`config.mk`:
```
export PLATFORM = sky130hd
export DESIGN_NAME = redundant_sar_sequencer
export DESIGN_NICKNAME = d
export VERILOG_FILES = /design/src/rtl/sar_seq_pkg.sv /design/src/rtl/sar_seq_control.sv /design/src/rtl/sar_seq_datapath.sv /design/src/rtl/redundant_sar_sequencer.sv
export SDC_FILE = /design/constraint.sdc
export NUM_CORES = 1
export LEC_CHECK = 0
export ABC_AREA = 1
export BUFFER_PORTS_ARGS = -buffer_cell sky130_fd_sc_hd__buf_4
export CAP_MARGIN = 20
export CORE_MARGIN = 2
export CORE_UTILIZATION = 45
export CTS_BUF_LIST = sky130_fd_sc_hd__clkbuf_4 sky130_fd_sc_hd__clkbuf_8 sky130_fd_sc_hd__clkbuf_16
export CTS_CLUSTER_DIAMETER = 60
export DETAILED_ROUTE_END_ITERATION = 10
export PLACE_DENSITY = 0.62
export SYNTH_ARGS = -nofsm -noshare
export SYNTH_HDL_FRONTEND = slang
export SYNTH_HIERARCHICAL = 1
export SYNTH_SLANG_ARGS = --single-unit
```
`constraint.sdc`:
```
create_clock -name clk -period 1.77 [get_ports clk]
set_input_delay 0.177 -clock clk [delete_from_list [all_inputs] [get_ports clk]]
set_output_delay 0.177 -clock clk [all_outputs]
set_load 0.02 [all_outputs]
```
`src/rtl/sar_seq_pkg.sv`:
```
package sar_seq_pkg;

  typedef struct packed {
    logic startConv;
    logic decide;
    logic lastDecide;
  } seq_strobe_t;

  typedef enum logic [1:0] {
    ST_IDLE   = 2'd0,
    ST_DEAD   = 2'd1,
    ST_DECIDE = 2'd2
  } seq_state_t;

  localparam int LFSR_W          = 16;
  localparam int DITHER_RANK_LO  = 2;
  localparam int DITHER_RANK_HI  = 4;

  // MSB-first rank of a shift bit: count of map bits at index >= k
  function automatic int rsRank(input logic [63:0] map, input int k);
    int r;
    r = 0;
    for (int j = 0; j < 64; j++) begin
      if (j >= k && map[j]) r++;
    end
    return r;
  endfunction

  // nearest shift bit above k, or k itself when there is none
  function automatic int prevRs(input logic [63:0] map, input int k);
    int p;
    p = k;
    for (int j = 63; j >= 0; j--) begin
      if (j > k && map[j]) p = j;
    end
    return p;
  endfunction

endpackage

```
`src/rtl/sar_seq_control.sv`:
```
module sar_seq_control
  import sar_seq_pkg::*;
#(
  parameter int NUM_BITS = 12,
  parameter int DEAD_CYC = 1
) (
  input  logic                clk,
  input  logic                rstN,
  input  logic                start,
  input  logic                sample,
  output seq_strobe_t         strb,
  output logic [NUM_BITS-1:0] bitSel,
  output logic                drvEn,
  output logic                done
);

  localparam int CNT_W = (DEAD_CYC < 2) ? 1 : $clog2(DEAD_CYC);
  localparam logic [CNT_W-1:0] CNT_LOAD = CNT_W'(DEAD_CYC - 1);
  localparam logic [NUM_BITS-1:0] SEL_MSB = {1'b1, {(NUM_BITS-1){1'b0}}};

  seq_state_t state;
  logic [CNT_W-1:0] deadCnt;

  always_comb begin
    strb.startConv  = (state == ST_IDLE) && start && !sample;
    strb.decide     = (state == ST_DECIDE) && !sample;
    strb.lastDecide = strb.decide && bitSel[0];
  end

  assign drvEn = (state == ST_DECIDE) && !sample;

  always_ff @(posedge clk or negedge rstN) begin
    if (!rstN) begin
      state   <= ST_IDLE;
      deadCnt <= '0;
      bitSel  <= '0;
      done    <= 1'b0;
    end else begin
      done <= strb.lastDecide;
      unique case (state)
        ST_IDLE: begin
          if (strb.startConv) begin
            bitSel  <= SEL_MSB;
            deadCnt <= CNT_LOAD;
            state   <= ST_DEAD;
          end
        end
        ST_DEAD: begin
          if (deadCnt == '0) state <= ST_DECIDE;
          else deadCnt <= deadCnt - 1'b1;
        end
        ST_DECIDE: begin
          if (strb.decide) begin
            if (bitSel[0]) begin
              bitSel <= '0;
              state  <= ST_IDLE;
            end else begin
              bitSel  <= bitSel >> 1;
              deadCnt <= CNT_LOAD;
              state   <= ST_DEAD;
            end
          end
        end
        default: state <= ST_IDLE;
      endcase
    end
  end

endmodule

```
`src/rtl/sar_seq_datapath.sv`:
```
module sar_seq_datapath
  import sar_seq_pkg::*;
#(
  parameter int                    NUM_BITS  = 12,
  parameter logic [NUM_BITS-1:0]   RS_MAP    = '0,
  parameter logic [LFSR_W-1:0]     LFSR_SEED = 16'hACE1
) (
  input  logic                clk,
  input  logic                rstN,
  input  seq_strobe_t         strb,
  input  logic [NUM_BITS-1:0] bitSel,
  input  logic                cmpOut,
  input  logic                ditherEn,
  output logic [NUM_BITS-1:0] swP,
  output logic [NUM_BITS-1:0] swN,
  output logic [NUM_BITS-1:0] decisions
);

  localparam logic [63:0] RS_WIDE = 64'(RS_MAP);

  logic [LFSR_W-1:0] lfsrQ;
  logic              ditherLat;

  always_ff @(posedge clk or negedge rstN) begin
    if (!rstN) lfsrQ <= LFSR_SEED;
    else if (strb.lastDecide)
      lfsrQ <= {lfsrQ[LFSR_W-2:0], lfsrQ[15] ^ lfsrQ[13] ^ lfsrQ[12] ^ lfsrQ[10]};
  end

  always_ff @(posedge clk or negedge rstN) begin
    if (!rstN) ditherLat <= 1'b0;
    else if (strb.startConv) ditherLat <= ditherEn;
  end

  for (genvar k = 0; k < NUM_BITS; k++) begin : g_bit
    localparam bit IS_MSB  = (k == NUM_BITS - 1);
    localparam bit IS_RS   = RS_MAP[k];
    localparam int RANK    = rsRank(RS_WIDE, k);
    localparam int PREV    = prevRs(RS_WIDE, k);
    localparam bit IS_DITH = IS_RS && (RANK >= DITHER_RANK_LO) &&
                             (RANK <= DITHER_RANK_HI) && (PREV != k) &&
                             (PREV < NUM_BITS);
    localparam int SLOT    = IS_DITH ? (RANK - DITHER_RANK_LO) : 0;

    logic trialNow;
    logic ditherNow;
    logic pQ, nQ, dQ;

    if (IS_MSB) begin : g_top
      assign trialNow = 1'b0;
    end else begin : g_low
      assign trialNow = strb.decide && bitSel[k+1];
    end

    if (IS_DITH) begin : g_dith
      assign ditherNow = strb.decide && ditherLat && bitSel[PREV];
    end else begin : g_plain
      assign ditherNow = 1'b0;
    end

    always_ff @(posedge clk or negedge rstN) begin
      if (!rstN) begin
        pQ <= 1'b0;
        nQ <= 1'b0;
        dQ <= 1'b0;
      end else if (strb.startConv) begin
        pQ <= IS_MSB;
        nQ <= !(IS_MSB || IS_RS);
        dQ <= 1'b0;
      end else if (strb.decide && bitSel[k]) begin
        pQ <= cmpOut;
        nQ <= !cmpOut;
        dQ <= cmpOut;
      end else if (trialNow) begin
        pQ <= 1'b1;
        nQ <= 1'b0;
      end else if (ditherNow) begin
        pQ <= lfsrQ[SLOT];
        nQ <= !lfsrQ[SLOT];
      end
    end

    assign swP[k]       = pQ;
    assign swN[k]       = nQ;
    assign decisions[k] = dQ;
  end

endmodule

```
`src/rtl/redundant_sar_sequencer.sv`:
```
module redundant_sar_sequencer
  import sar_seq_pkg::*;
#(
  parameter int                  NUM_BITS  = 12,
  parameter logic [NUM_BITS-1:0] RS_MAP    = 12'h14A,
  parameter int                  DEAD_CYC  = 1,
  parameter logic [15:0]         LFSR_SEED = 16'hACE1
) (
  input  logic                clk,
  input  logic                rstN,
  input  logic                sample,
  input  logic                start,
  input  logic                ditherEn,
  input  logic                cmpOut,
  output logic [NUM_BITS-1:0] bitSel,
  output logic [NUM_BITS-1:0] swP,
  output logic [NUM_BITS-1:0] swN,
  output logic                drvEn,
  output logic [NUM_BITS-1:0] decisions,
  output logic                done
);

  seq_strobe_t strb;

  sar_seq_control #(
    .NUM_BITS(NUM_BITS),
    .DEAD_CYC(DEAD_CYC)
  ) u_ctrl (
    .clk   (clk),
    .rstN  (rstN),
    .start (start),
    .sample(sample),
    .strb  (strb),
    .bitSel(bitSel),
    .drvEn (drvEn),
    .done  (done)
  );

  sar_seq_datapath #(
    .NUM_BITS (NUM_BITS),
    .RS_MAP   (RS_MAP),
    .LFSR_SEED(LFSR_SEED)
  ) u_dp (
    .clk      (clk),
    .rstN     (rstN),
    .strb     (strb),
    .bitSel   (bitSel),
    .cmpOut   (cmpOut),
    .ditherEn (ditherEn),
    .swP      (swP),
    .swN      (swN),
    .decisions(decisions)
  );

endmodule

```
## Yosys cells after proc, flatten, opt, wreduce, memory -nomap -nowiden

Cells that the tools add are included.

- Muxes and demuxes: 113
- Equal/unequal tests: 6
- Bitwise gates (word level): 3
- Add/subtract/negate cells: 1
- Reductions and logical operators: 53

Operators with widths:

| operator | count |
|---|---|
| 1-bit two-way mux | 104 |
| 3-bit nonzero test | 9 |
| 2-bit nonzero test | 13 |
| 12-bit two-way mux | 2 |
| 12-bit one-hot mux with 2 select lines | 1 |
| 1-bit logical AND | 19 |
| 4-bit nonzero test | 3 |
| 11-bit two-way mux | 1 |
| 2-bit inequality test (second input constant) | 4 |
| 2-bit two-way mux | 3 |
| 2-bit one-hot mux with 3 select lines | 1 |
| 3-bit AND reduction | 2 |
| 1-bit zero test | 5 |
| 4-bit AND reduction | 1 |
| 1-bit one-hot mux with 3 select lines | 1 |
| 1-bit XOR | 3 |
| 2-bit by 1-bit equality test with 1-bit output (second input constant) | 1 |
| 2-bit equality test (second input constant) | 1 |
| 2-bit zero test | 1 |
| 1-bit subtractor (second input constant) | 1 |

- Logic and storage cells: 218
- Output and inout bits: 50
- Register bits after elaboration: 69
- Input bits: 6

## Depth between registers and ports, before layout

Gate-level depths: netlist (run 1).

- Depth after elaboration: 8
- Depth in mapped cells: 11
- Mapped depth without buffers: 10

## Hierarchy

The synthesis (run 1) kept the hierarchy.

Modules (own cells, without submodules):

| module | cells an instance | seq. area each (µm²) | area each (µm²) | times used |
|---|---|---|---|---|
| sar_seq_datapath | 302 | 1,336.3 | 2,537.4 | 1 |
| sar_seq_control | 75 | 375.4 | 700.7 | 1 |

## Worst setup path after synthesis (run 1)

Ideal clock, no wire load.

- Path type: register to register
- Start point: reg u_ctrl.state[0]
- End point: reg u_dp.g_bit[6].pQ
- Path buffers: 2
- Arrival time: 1,479 ps
- Required time: 1,652 ps
- Stages on the path, launching flop included: 10
- Clock period less this slack: 1,596 ps
- Library setup time: 118 ps
- Slack: 174 ps
- Cell sequence: dfrtp_1 -> inv_1 -> nand3_2 -> inv_1 -> buf_4 -> buf_6 -> a21oi_2 -> nand3_1 -> nand3_1 -> nand2_1

- Cells in the longest elaborated chain, start to end: 6
- Elaborated cells between the ends (all ways): 13
- Classes of those cells: eq/ne: 1; mux: 3; reduce/logical: 9

Ends and longest elaborated chain:

| item | line | source |
|---|---|---|
| start, declared | sar_seq_control.sv:21 | `seq_state_t state;` |
| start signal, assigned | sar_seq_control.sv:34 | `state <= ST_IDLE;` |
| start signal, assigned | sar_seq_control.sv:45 | `state <= ST_DEAD;` |
| start signal, assigned | sar_seq_control.sv:49 | `if (deadCnt == '0) state <= ST_DECIDE;` |
| 2-bit equality test (*) | n/a |  |
| 1-bit logical AND (*) | n/a |  |
| named net drvEn | redundant_sar_sequencer.sv:18 | `output logic drvEn,` |
| 1-bit logical AND | sar_seq_datapath.sv:52 | `assign trialNow = strb.decide && bitSel[k+1];` |
| 1-bit two-way mux | sar_seq_datapath.sv:74 | `end else if (trialNow) begin` |
| 1-bit two-way mux | sar_seq_datapath.sv:70 | `end else if (strb.decide && bitSel[k]) begin` |
| 1-bit two-way mux | sar_seq_datapath.sv:66 | `end else if (strb.startConv) begin` |
| end signal, assigned | sar_seq_datapath.sv:71 | `pQ <= cmpOut;` |
| end signal, assigned | sar_seq_datapath.sv:78 | `pQ <= lfsrQ[SLOT];` |
| end, declared | sar_seq_datapath.sv:47 | `logic pQ, nQ, dQ;` |

The timed path passes the listed nets; every way through them passes the cells marked *.
A chain may end at the register's enable or synchronous reset.

==> results of run 1 <==
==> how the worst min path moves through the flow <==
stage                     slack [ns]          endpoint  startpoint  depth (start not counted)
after floorplan                -0.12  u_ctrl/bitSel[0]        rstN                          0
after global placement          0.11  u_dp/g_bit[7].dQ        rstN                          1
after detailed placement        0.11  u_dp/g_bit[2].pQ        rstN                          1
after CTS                       0.04    u_dp/ditherLat    ditherEn                          3
after global routing            0.05    u_dp/ditherLat    ditherEn                          3
final                           0.06    u_dp/ditherLat    ditherEn                          3
==> synthesized netlist by cell type <==
library cell / number
a21oi_1: 7
clkbuf_1: 2
dfrtp_1: 60
inv_2: 3
nand3_1: 37
nor2_2: 1
o21ai_0: 34
a31oi_1: 3
buf_2: 6
nor3_1: 1
a21oi_2: 3
dfstp_2: 8
nor2_4: 1
nand2_1: 96
buf_4: 38
nor2_1: 29
nand2_2: 2
buf_6: 4
inv_1: 25
nand3_2: 2
nand4_1: 15
==> cell type report <==
| cell class | instances | area, um2 | area share |
|---|---|---|---|
| Inverter | 28 | 105 | 0.0283 |
| Clock inverter | 6 | 63.8 | 0.0172 |
| Multi-Input combinational cell | 231 | 1060 | 0.285 |
| Clock buffer | 10 | 138 | 0.0371 |
| Timing Repair Buffer | 65 | 515 | 0.139 |
| Sequential cell | 68 | 1710 | 0.461 |
| Tap cell | 96 | 120 | 0.0324 |
==> report_power, final <==
part	total, uW	internal, uW	switching [uW]	leakage [uW]
logic	2000	805	1200	0.00104
clock network	1280	686	592	0.0000983
registers	2300	1970	325	0.000828
==> flip-flops by register name, summed over array words and instances, names as in the netlist <==
register        cells
u_ctrl/state        2
u_ctrl/bitSel      12
u_ctrl/done         1
u_dp/g_bit.pQ      12
u_dp/g_bit.dQ      12
u_dp/lfsrQ         16
u_dp/ditherLat      1
u_dp/g_bit.nQ      12
==> metrics by stage <==
step	TNS (ns)	hold WS, ns	total power (uW)	setup slack, ns	area, um2
floorplan	0	-0.119	3920	0.174	3240
global placement	0	0.108	4300	0.239	3500
detailed placement	0	0.106	4350	0.118	3500
CTS	0	0.0394	5640	0.127	3710
global route	-0.00756	0.0470	5950	-0.00756	3710
finish	0	0.0555	5570	0.129	3710
==> cell families after synthesis <==
family | Yosys count
and+or+nand+nor | 184
buffers and inverters | 78
DFF | 68
AOI/OAI and AO/OA | 47
==> routing by layer <==
metal | vias up | global-route usage
met5 | - | 0
met2 | 70 | 0.283
met4 | 0 | 0.0854
li1 | 1242 | -
met1 | 1198 | 0.282
met3 | 12 | 0.0317
==> repair_timing <==
item,4_1_cts,5_1_grt
setup endpoints to repair,0,5
hold buffers,1,0
hold endpoints to repair,24,0
gates resized for setup,0,1
==> worst max-delay path, stage by stage, from the launching register on <==
cell     delay, ns
dfrtp_1       0.43
nor2_1        0.19
nand2_2       0.09
inv_2         0.19
inv_1         0.18
nand2_1       0.16
inv_1         0.09
nor2_1        0.16
nor2_1        0.07
==> impl_metrics.json, run 1 <==
{
  "outcome": "finished, final reports clean",
  "synthTopCellsByArea": "dfrtp_1 (46%), nand2_1 (11%), buf_4 (8.8%)",
  "synth.cell_area_um2": 3240,
  "die_width_um": 88.8,
  "clock_latency_ns": 0.34,
  "drt_iter0_markers": 137,
  "cts_buffers": 9,
  "slew_viol_final": 0,
  "syn_inst": 377,
  "antenna_left": 0,
  "rrSetupSlack_ns": 0.13,
  "synth_mux_area_frac": 0,
  "min_period_over_period": 0.927,
  "met1_length_um": 3250,
  "worstMarginPinSlew_ns": 0.479,
  "powerDensity_nw_per_um2": 1500,
  "syn_to_final_growth_pct": 14.6,
  "clkTransAtPathRegs_ns": 0.08,
  "top_layer": "met4",
  "dp.cells": 487,
  "viasPerCell": 5.00,
  "hold_viol_final": 0,
  "worstSetupEndpointType": "flop",
  "finalWirelength_um": 6900,
  "endpoint": "u_dp/g_bit[5].pQ",
  "die_height_um": 88.8,
  "diodes": 0,
  "io_pins": 56,
  "die-area_um2": 7890,
  "cts_htree_levels": 3,
  "wl_met2_um": 3080,
  "synth_top_area_frac": 0.464,
  "crit_type": "reg2reg",
  "max_cap_viol_count": 0,
  "grt_overflow": 0,
  "synthXorXnorAreaFrac": 0,
  "fin_util": 0.540,
  "clock.fmax_ghz": 0.610,
  "syn_nets": 383,
  "antenna_found_initial": 0,
  "grt_pass1_vias": 2351,
  "ys_ff_latch": 68,
  "dpl.hpwl_um": 4910,
  "crit_arrival_ns": 1.87,
  "firstDrtPassIters": 5,
  "synth_simple_gate_area_frac": 0.248,
  "finalNonFillerCells": 504,
  "finalCriticalPeriod_ns": 1.64,
  "met3_length_um": 402,
  "io_buffers": 55,
  "wl_per_cell_um": 13.7,
  "startpoint": "u_ctrl/state[1]",
  "gp_congestion": 0.812,
  "initial_utilization": 0.471,
  "yosys.area.top_type": "dfrtp_1",
  "startpoint_type": "flop",
  "leakage_uw": 0.00197,
  "synth_fa_ha_area_frac": 0,
  "grt_use_total": 0.193,
  "ir_drop_v": 0.000607,
  "fillerInstances": 655,
  "cp.required_ns": 2.00,
  "drive_gt1_frac": 0.245,
  "reg2reg_from": "u_ctrl/state[1]",
  "synth_top_family_by_area": "simple AND/OR/NAND/NOR gates",
  "cts.sinks": 68,
  "final_common_cell": "nand2_1",
  "rows": 30,
  "final_cell_mix": "nand2_1 (96), buf_4 (62), dfrtp_1 (60), nand3_1 (37), o21ai_0 (34)",
  "post_cts.repair.setup_buffers": 0,
  "vias": 2522,
  "timing.rr.end": "u_dp/g_bit[5].pQ",
  "max_slew_margin": 0.681,
  "grt_max_degree": 45,
  "synth_seq_area_share": 0.529,
  "setup_viol": 0,
  "syn_avg_cell_area_um2": 8.59,
  "yosysWarningCount": 6,
  "hp-class": "in2reg",
  "rr_worst_depth": 8,
  "yosysUniqueCellTypes": 21,
  "clk_path_buf_depth": 2,
  "rsz0062_at_grt": "yes",
  "skew_ns": 0.00743,
  "coreArea_um2": 6870,
  "synth-compound-area-share": 0.0773,
  "nets": 409,
  "route.detailed.drc": 0,
  "cts_tree": "done",
  "crit_fanout": 11,
  "grt_first_pass_wirelength_um": 11600,
  "root_buffer": "clkbuf_8"
}
No activity file was read; power rests on OpenSTA's default activity.
==> run 2: changes to the inputs <==
--- a/config.mk
+++ b/config.mk
@@ -14,6 +14,7 @@
 export CTS_CLUSTER_DIAMETER = 60
 export DETAILED_ROUTE_END_ITERATION = 10
 export PLACE_DENSITY = 0.62
+export REMOVE_ABC_BUFFERS = 1
 export SYNTH_ARGS = -nofsm -noshare
 export SYNTH_HDL_FRONTEND = slang
 export SYNTH_HIERARCHICAL = 1
==> impl_metrics.json, run 2 (synthesis gave the netlist of run 1 again) <==
{
  "outcome": "finished, final reports clean",
  "root_buffer": "clkbuf_8",
  "dpl.hpwl_um": 4820,
  "route.detailed.drc": 0,
  "largest_register": "u_dp/lfsrQ",
  "max_slew_margin": 0.707,
  "finalWirelength_um": 7040,
  "die_width_um": 88.8,
  "gp_congestion": 0.835,
  "antenna_left": 0,
  "vias": 2531,
  "startpoint_type": "flop",
  "cts_tree": "done",
  "viasPerCell": 5.00,
  "die_height_um": 88.8,
  "cpMaxStageDelayCell": "dfrtp_1",
  "fillerInstances": 651,
  "clock_latency_ns": 0.35,
  "cts_htree_levels": 3,
  "grt_pass1_vias": 2406,
  "pre_cts_slack_ns": 0.109,
  "rsz0062_at_grt": "yes",
  "io_buffers": 55,
  "antenna_found_initial": 0,
  "ir_drop_v": 0.000750,
  "final-seq-area_um2": 1710,
  "drt_iter0_markers": 148,
  "firstDrtPassIters": 4,
  "drive_gt1_frac": 0.254,
  "cts_buffers": 9,
  "skew_ns": 0.0125,
  "grt_first_pass_wirelength_um": 11300,
  "io_pins": 56,
  "clock.fmax_ghz": 0.609,
  "clkTransAtPathRegs_ns": 0.08,
  "setup_viol": 0,
  "worstSetupEndpointType": "flop",
  "grt_use_total": 0.191,
  "largest_reg_flops": 16,
  "slew_viol_final": 0,
  "leakage_uw": 0.00200,
  "wl_per_cell_um": 13.9,
  "cp.required_ns": 2.00,
  "crit_arrival_ns": 1.88,
  "grt_overflow": 0,
  "rows": 30,
  "hp-class": "in2reg",
  "worst_path_most_repeated_cell": "nor2_1",
  "path_cells": "nor2_1 > nand2_2 > clkinv_2 > clkinvlp_4 > nand2_1 > inv_1 > nor2_1 > nor2_1",
  "grt_max_degree": 40,
  "hold_viol_final": 0,
  "cts.sinks": 68,
  "finalNonFillerCells": 506,
  "syn_to_final_growth_pct": 16.7,
  "final_common_cell": "nand2_1",
  "setup_ws_ns": 0.129,
  "initial_utilization": 0.471,
  "max_cap_viol_count": 0,
  "dp.cells": 488,
  "clk_path_buf_depth": 2,
  "multi_input_area_um2": 1070,
  "finalCriticalPeriod_ns": 1.64,
  "nets": 411,
  "crit_type": "reg2reg",
  "slowest_delay_ns": 0.43,
  "final_cell_mix": "nand2_1 (95), buf_4 (65), dfrtp_1 (60), nand3_1 (37), o21ai_0 (34)",
  "fin_util": 0.550,
  "min_period_over_period": 0.927,
  "coreArea_um2": 6870,
  "powerDensity_nw_per_um2": 1560,
  "die-area_um2": 7890,
  "crit_fanout": 11,
  "worst_hold_slack_ns": 0.0362,
  "worstMarginPinSlew_ns": 0.440,
  "diodes": 0
}
## run 2: cell types whose count changed in the layout (fill, tap and decap cells not counted), sizes merged
cell and change:
buf +2, bufinv +2, inv -2
## run 2: final cells by class
type                       count  area share
inverter                      28      0.0291
multi-input combinational    231       0.283
clock inverter                 6      0.0295
timing repair buffer          67       0.137
sequential                    68       0.453
tap                           96      0.0318
clock buffer                  10      0.0364
## run 2: critical path, delay by kind of cell (launching register included)
kind | cells | cell delay [ns]
AND/OR/NAND/NOR | 5 | 0.61
buffers and inverters | 3 | 0.49
flip-flops | 1 | 0.43
## run 2: stage by stage
| step | setup TNS, ns | instance area (um2) | power (uW) |
|---|---|---|---|
| 2_1_floorplan | -3.62 | 2870 | 3380 |
| 4_1_cts | 0 | 3750 | 5910 |
| 6_report | 0 | 3780 | 5900 |
| 3_5_place_dp | 0 | 3490 | 4340 |
| 5_1_grt | -0.0229 | 3780 | 6270 |
| 3_3_place_gp | 0 | 3490 | 4290 |
## run 2: worst paths after layout
path                                      start               end  slack (ns)  cells past startpoint
worst max-delay path            u_ctrl/state[1]  u_dp/g_bit[5].pQ        0.13                      8
worst min-delay path                   ditherEn    u_dp/ditherLat        0.04                      3
worst max register to register  u_ctrl/state[1]  u_dp/g_bit[5].pQ        0.13                      8
worst min register to register    u_dp/lfsrQ[0]     u_dp/lfsrQ[0]        0.48                      2
max in group asynchronous                  rstN     u_dp/lfsrQ[0]        0.88                      3
min in group asynchronous                  rstN     u_dp/lfsrQ[8]        0.30                      2
## run 2: repair_timing
| action | CTS | global route |
|---|---|---|
| hold buffers | 1 | 0 |
| resized for setup | 0 | 5 |
| endpoints found under the hold margin | 22 | 0 |
| setup endpoints to repair | 0 | 10 |
| buffers inserted | 0 | 1 |
## run 2: layer usage
metal / share of wire / up-vias / wire (um) / global-route usage
met5: 0 / - / 0 / 0
met4: 0.014 / 0 / 96 / 0.0771
met3: 0.048 / 9 / 335 / 0.0457
met2: 0.47 / 61 / 3280 / 0.293
met1: 0.47 / 1217 / 3320 / 0.262
li1: - / 1244 / - / -
## run 2: where the power goes
part / internal (uW) / switching [uW] / total (uW)
combinational: 807 / 1210 / 2020
clock: 974 / 610 / 1580
sequential: 1970 / 328 / 2300
total: 3750 / 2150 / 5900
